--- src/rtl/bss_pkg.sv ---
package bss_pkg;

  typedef logic [1:0] sel2_t;

  // Line sub-harmonic ratio: how many line edges make one output pulse
  function automatic int unsigned harm_ratio(input sel2_t s);
    case (s)
      2'b00:   return 1;
      2'b01:   return 2;
      2'b10:   return 4;
      default: return 6;
    endcase
  endfunction

  // Off-line divisor: round(clk_hz / f), f = 60 - s
  function automatic int unsigned offl_div(input int unsigned clk_hz, input sel2_t s);
    int unsigned f;
    f = 60 - int'(s);
    return (clk_hz + f / 2) / f;
  endfunction

endpackage

--- src/rtl/bss_line_sync.sv ---
module bss_line_sync #(
  parameter int unsigned STAGES = 2
) (
  input  logic clk,
  input  logic rst,
  input  logic async_i,
  output logic rise_o
);
  logic [STAGES-1:0] chain_q;
  logic              last_q;

  generate
    for (genvar g = 0; g < STAGES; g++) begin : g_stage
      if (g == 0) begin : g_first
        always_ff @(posedge clk) begin
          if (rst) chain_q[g] <= 1'b0;
          else     chain_q[g] <= async_i;
        end
      end else begin : g_next
        always_ff @(posedge clk) begin
          if (rst) chain_q[g] <= 1'b0;
          else     chain_q[g] <= chain_q[g-1];
        end
      end
    end
  endgenerate

  always_ff @(posedge clk) begin
    if (rst) last_q <= 1'b0;
    else     last_q <= chain_q[STAGES-1];
  end

  assign rise_o = chain_q[STAGES-1] & ~last_q;

  AST_SINGLE_EDGE: assert property (@(posedge clk) disable iff (rst)
    rise_o |=> !rise_o);

endmodule

--- src/rtl/bss_line_divider.sv ---
module bss_line_divider
  import bss_pkg::*;
#(
  parameter int unsigned MAX_RATIO = 6
) (
  input  logic  clk,
  input  logic  rst,
  input  logic  rise_i,
  input  sel2_t sel_i,
  output logic  pulse_o,
  output sel2_t app_o
);
  localparam int unsigned CW = $clog2(MAX_RATIO);

  logic [CW-1:0] term_tbl [4];
  logic [CW-1:0] cnt_q;
  logic          pulse_q;
  sel2_t         app_q;

  generate
    for (genvar g = 0; g < 4; g++) begin : g_term
      assign term_tbl[g] = CW'(harm_ratio(sel2_t'(g)) - 1);
    end
  endgenerate

  always_ff @(posedge clk) begin
    if (rst) begin
      cnt_q   <= '0;
      pulse_q <= 1'b0;
      app_q   <= 2'b00;
    end else begin
      pulse_q <= 1'b0;
      if (rise_i) begin
        if (cnt_q == term_tbl[app_q]) begin
          cnt_q   <= '0;
          pulse_q <= 1'b1;
          app_q   <= sel_i;
        end else begin
          cnt_q <= cnt_q + 1'b1;
        end
      end
    end
  end

  assign pulse_o = pulse_q;
  assign app_o   = app_q;

  AST_PULSE_FROM_EDGE: assert property (@(posedge clk) disable iff (rst)
    pulse_q |-> $past(rise_i));
  AST_COUNT_RANGE: assert property (@(posedge clk) disable iff (rst)
    cnt_q <= term_tbl[app_q]);
  AST_HSEL_AT_TERMINAL: assert property (@(posedge clk) disable iff (rst)
    !$stable(app_q) |-> pulse_q);

endmodule

--- src/rtl/bss_offline_gen.sv ---
module bss_offline_gen
  import bss_pkg::*;
#(
  parameter int unsigned CLK_HZ = 8_000_000
) (
  input  logic  clk,
  input  logic  rst,
  input  sel2_t sel_i,
  output logic  pulse_o,
  output sel2_t app_o
);
  localparam int unsigned MAX_DIV = offl_div(CLK_HZ, 2'b11);
  localparam int unsigned CW      = $clog2(MAX_DIV);

  logic [CW-1:0] term_tbl [4];
  logic [CW-1:0] cnt_q;
  logic          pulse_q;
  sel2_t         app_q;

  generate
    for (genvar g = 0; g < 4; g++) begin : g_term
      assign term_tbl[g] = CW'(offl_div(CLK_HZ, sel2_t'(g)) - 1);
    end
  endgenerate

  always_ff @(posedge clk) begin
    if (rst) begin
      cnt_q   <= '0;
      pulse_q <= 1'b0;
      app_q   <= 2'b00;
    end else if (cnt_q == term_tbl[app_q]) begin
      cnt_q   <= '0;
      pulse_q <= 1'b1;
      app_q   <= sel_i;
    end else begin
      cnt_q   <= cnt_q + 1'b1;
      pulse_q <= 1'b0;
    end
  end

  assign pulse_o = pulse_q;
  assign app_o   = app_q;

  AST_OFFL_ONE_CLOCK: assert property (@(posedge clk) disable iff (rst)
    pulse_q |=> !pulse_q);
  AST_OSEL_AT_TERMINAL: assert property (@(posedge clk) disable iff (rst)
    !$stable(app_q) |-> pulse_q);

endmodule

--- src/rtl/bss_src_mux.sv ---
module bss_src_mux
  import bss_pkg::*;
(
  input  logic  clk,
  input  logic  rst,
  input  sel2_t sel_i,
  input  logic  line_i,
  input  logic  offl_i,
  input  logic  ext_i,
  output logic  beam_o
);
  logic local_sync;
  logic beam_q;

  assign local_sync = sel_i[0] ? offl_i : line_i;

  always_ff @(posedge clk) begin
    if (rst) beam_q <= 1'b0;
    else     beam_q <= sel_i[1] ? ext_i : local_sync;
  end

  assign beam_o = beam_q;

  AST_EXT_ROUTE: assert property (@(posedge clk) disable iff (rst)
    (beam_q && $past(sel_i[1])) |-> $past(ext_i));
  AST_LINE_ROUTE: assert property (@(posedge clk) disable iff (rst)
    (beam_q && $past(sel_i == 2'b00)) |-> $past(line_i));
  AST_OFFL_ROUTE: assert property (@(posedge clk) disable iff (rst)
    (beam_q && $past(sel_i == 2'b01)) |-> $past(offl_i));

endmodule

--- src/rtl/beam_sync_selector.sv ---
module beam_sync_selector
  import bss_pkg::*;
#(
  parameter int unsigned CLK_HZ      = 8_000_000,
  parameter int unsigned SYNC_STAGES = 2,
  parameter int unsigned MAX_RATIO   = 6
) (
  input  logic       clk,
  input  logic       rst,
  input  logic       line_sync_in,
  input  logic       ext_sync_i,
  input  logic [1:0] harm_sel_i,
  input  logic [1:0] offl_sel_i,
  input  logic [1:0] src_sel_i,
  output logic       beam_sync_o,
  output logic       harm_sync_o,
  output logic [7:0] readback_o
);
  logic  line_rise;
  logic  harm_pulse;
  logic  offl_pulse;
  sel2_t harm_app;
  sel2_t offl_app;
  sel2_t src_q;

  always_ff @(posedge clk) begin
    if (rst) src_q <= 2'b00;
    else     src_q <= src_sel_i;
  end

  bss_line_sync #(.STAGES(SYNC_STAGES)) u_sync (
    .clk     (clk),
    .rst     (rst),
    .async_i (line_sync_in),
    .rise_o  (line_rise)
  );

  bss_line_divider #(.MAX_RATIO(MAX_RATIO)) u_harm (
    .clk     (clk),
    .rst     (rst),
    .rise_i  (line_rise),
    .sel_i   (harm_sel_i),
    .pulse_o (harm_pulse),
    .app_o   (harm_app)
  );

  bss_offline_gen #(.CLK_HZ(CLK_HZ)) u_offl (
    .clk     (clk),
    .rst     (rst),
    .sel_i   (offl_sel_i),
    .pulse_o (offl_pulse),
    .app_o   (offl_app)
  );

  bss_src_mux u_mux (
    .clk    (clk),
    .rst    (rst),
    .sel_i  (src_q),
    .line_i (harm_pulse),
    .offl_i (offl_pulse),
    .ext_i  (ext_sync_i),
    .beam_o (beam_sync_o)
  );

  assign harm_sync_o = harm_pulse;
  // select bits come back swapped in the top two positions
  assign readback_o  = {src_q[0], src_q[1], 2'b00, offl_app, harm_app};

  AST_READBACK_SWAP: assert property (@(posedge clk) disable iff (rst)
    !$past(rst) |-> (readback_o[7] == $past(src_sel_i[0]) &&
                     readback_o[6] == $past(src_sel_i[1])));
  AST_READBACK_SPARE: assert property (@(posedge clk) disable iff (rst)
    readback_o[5:4] == 2'b00);

endmodule

--- config.mk ---
export PLATFORM = sky130hd
export DESIGN_NAME = beam_sync_selector
export DESIGN_NICKNAME = d
export VERILOG_FILES = /design/src/rtl/bss_pkg.sv /design/src/rtl/bss_line_sync.sv /design/src/rtl/bss_line_divider.sv /design/src/rtl/bss_offline_gen.sv /design/src/rtl/bss_src_mux.sv /design/src/rtl/beam_sync_selector.sv
export SDC_FILE = /design/constraint.sdc
export NUM_CORES = 1
export LEC_CHECK = 0
export CORE_UTILIZATION = 55
export DETAILED_ROUTE_END_ITERATION = 10
export PLACE_DENSITY = 0.85
export SETUP_SLACK_MARGIN = 0.15
export SLEW_MARGIN = 20
export SYNTH_ARGS = -nofsm -noshare
export SYNTH_HDL_FRONTEND = slang
export SYNTH_SLANG_ARGS = --single-unit
--- constraint.sdc ---
create_clock -name clk -period 2.2 [get_ports clk]
set_clock_uncertainty 0.05 [all_clocks]
set_input_delay 0.22 -clock clk [delete_from_list [all_inputs] [get_ports clk]]
set_output_delay 0.22 -clock clk [all_outputs]
set_load 0.01 [all_outputs]
==> results.md <==
- Startpoint Class: flip-flop
- Dpl hpwl: 2350 um
- Slew margin rel.: 64.5%
- Core area: 2830 um2
- Die width: 57.4 um
- Drt wl/cell: 14.4 um
- Clk sinks: 33
- CP max stage delay: 400 ps
- Antenna Nets Post-Route: 0
- Post-synth top area share: 39.2%
- Drt drc: 3
- Syn Inst Count: 180
- Worst-Margin Slew: 525 ps
- Share of layout cells above drive strength 1: 10.9%
- Period Utilization, post-route: 90.3%
- Post-Syn Area: 1690 um2
- Most common cell after layout, fill and taps aside: dfxtp_1
- H-tree depth: 2
- CTS max path bufs: 2
- HP Class: in -> reg
- Yosys cell types: 43
- Initial Util: 59.6%
- Worst-path clk slew: 90 ps
- Vias/cell: 5.89
- Skew-Pair Late Insertion Delay: 340 ps
- Num CTS Buffers: 5
- FP Rows: 19
- Worst EP required: 2360 ps
- CP max FO: 18
- Synthesized flop and latch total: 33
- Post-synthesis cell type with the largest combined area: dfxtp_1
- First-pass GRT wire length: 5620 um
- Hold_sp: src_sel_i[1]
- Total die area: 3290 um2
- Crit path DAT: 2150 ps
- Antenna cells: 0
- CP max-delay cell: dfxtp_4
- Setup TNS: 0 ps
- Drt initial violations: 80
- Vias after detailed routing: 1372
- Post-synth top flop: dfxtp_1
- # placed instances: 224
- WS Path Type: reg -> reg
- CP endpoint kind: flip-flop
- Non-filler cells, final: 233
- DR pass1 iterations: 7
- CTS tree: done
- Max Cap Violations: 0
- Worst R2R Start: u_offl.app_o[0]
- Avg Cell Area, Syn: 9.36 um2
- Final Hold Fails: 0
- Critical path cell sequence: inv_1 > ha_4 > xor2_1 > nand4_1 > buf_4 > nor4_4 > buf_6 > nor3_1
- Vias in the first global route: 1322
- Worst vdd ir: 0.377 mV
- Largest net degree at the start of global routing: 36
- Failing checks: DRC
- GRT overflow: 0
- Area contributors post-synth: dfxtp_1, xnor2_1, xor2_1, nor3_1, ha_1
- # hold bufs at CTS: 0
- RSZ-0062 raised after global routing: no
- Initial antenna violation count: 0
- Tmin final: 1990 ps
- Final net count: 218
- CP Launch Point: u_offl.app_o[0]
- # IOs: 20
- Static leakage: 0.709 nW
- Slew Limit Fails: 0
- Power density cells: 580 nW/um2
- Gpl congestion: 0.884
- CTS Root Cell: clkbuf_4
- Final Routed Wirelength: 3360 um
- EDFF count, synth: 0
- Total track usage: 22.6%
- Max Freq: 503 MHz
- Number of port buffers: 17
- Worst hold slack: 379 ps
- Final setup fails: 0
- Post-synth ARST share: 0%
- YS warnings: 0
- Most frequent cells in the layout: dfxtp_1, nor3_1, clkdlybuf4s50_1
- Die H: 57.4 um
- Sequential fraction of the synthesis area: 39.2%
- Status: finished, violations left
- Synth-to-layout area growth: 19.2%
cells by family after synthesis:
group           after synthesis  synth area share [%]
compound gates               19                  7.28
xor+xnor                     23                  12.0
fa+ha+maj                     7                  5.20
buf+inv                      12                  3.71
flops                        33                  39.2
mux                           4                  2.38
other cells                   1                 0.223
simple gates                 81                  30.1
state kept, by name, summed over array words and instances (netlist names):
register,count
u_offl.cnt_q,18
u_harm.cnt_q,3
src_q,2
u_harm.app_o,2
u_offl.app_o,2
u_sync.chain_q,2
u_harm.pulse_o,1
u_mux.beam_o,1
u_offl.pulse_o,1
u_sync.last_q,1
what timing repair did:
action                                  CTS  global route
setup buffers                             0             1
hold endpoints to repair                  0             0
resized for setup                         3             3
endpoints found under the setup margin    2            21
pin swaps                                 1             1
power breakdown:
group          internal (mW)  leakage [nW]  switching (mW)  total, mW
sequential             0.608         0.269          0.0125      0.621
clock                  0.271        0.0455           0.198      0.469
combinational         0.0424         0.395          0.0330     0.0754
cell type report:
type	count	area, um2
fillers	222	820
inverters	3	11.3
multi-input cells	136	998
flip-flops and latches	33	664
clock inverters	1	30.0
clock buffers	7	55.1
repair buffers	22	211
well taps	31	38.8
path summary, 6_finish.rpt:
| path | to | slack [ps] | cells past startpoint |
|---|---|---|---|
| min | src_q[1] | 380 | 2 |
| max | u_offl.cnt_q[15] | 210 | 8 |
| max reg2reg | u_offl.cnt_q[15] | 210 | 8 |
| min reg2reg | u_sync.chain_q[1] | 400 | 1 |
worst max-delay path: cells and delay by family, from the launching register on:
kind,cells,cell delay (ps)
buffers and inverters,3,500
AND/OR/NAND/NOR,3,440
flip-flops,1,400
adder cells (fa/ha/maj),1,290
XOR/XNOR,1,170
cells in the mapped netlist, types with 5 or more instances:
cell and count:
dfxtp_1 33, nor3_1 19, xnor2_1 12, xor2_1 11, nand3_1 9, ha_1 7
nand2_1 7, nor2b_1 7, a21oi_1 5, nand4_1 5, nor2_1 5, o21ai_0 5
metrics by stage:
step	util, %	power, mW	setup slack (ps)	instance area [um2]
final	71.0	1.17	213	2010
after global routing	71.0	1.21	132	2010
after CTS	70.1	1.18	157	1980
after detailed placement	66.4	0.710	38.6	1880
after global placement	66.4	0.707	229	1880
after floorplan	-	0.679	156	1690
metal layers:
| layer | wire length (um) | global-route usage (%) | up-vias |
|---|---|---|---|
| met1 | 1460 | 25.4 | 640 |
| li1 | - | - | 688 |
| met5 | 0 | 0 | - |
| met3 | 110 | 5.22 | 15 |
| met2 | 1650 | 37.0 | 29 |
| met4 | 137 | 17.1 | 0 |
(Power assumes the default switching activity.)
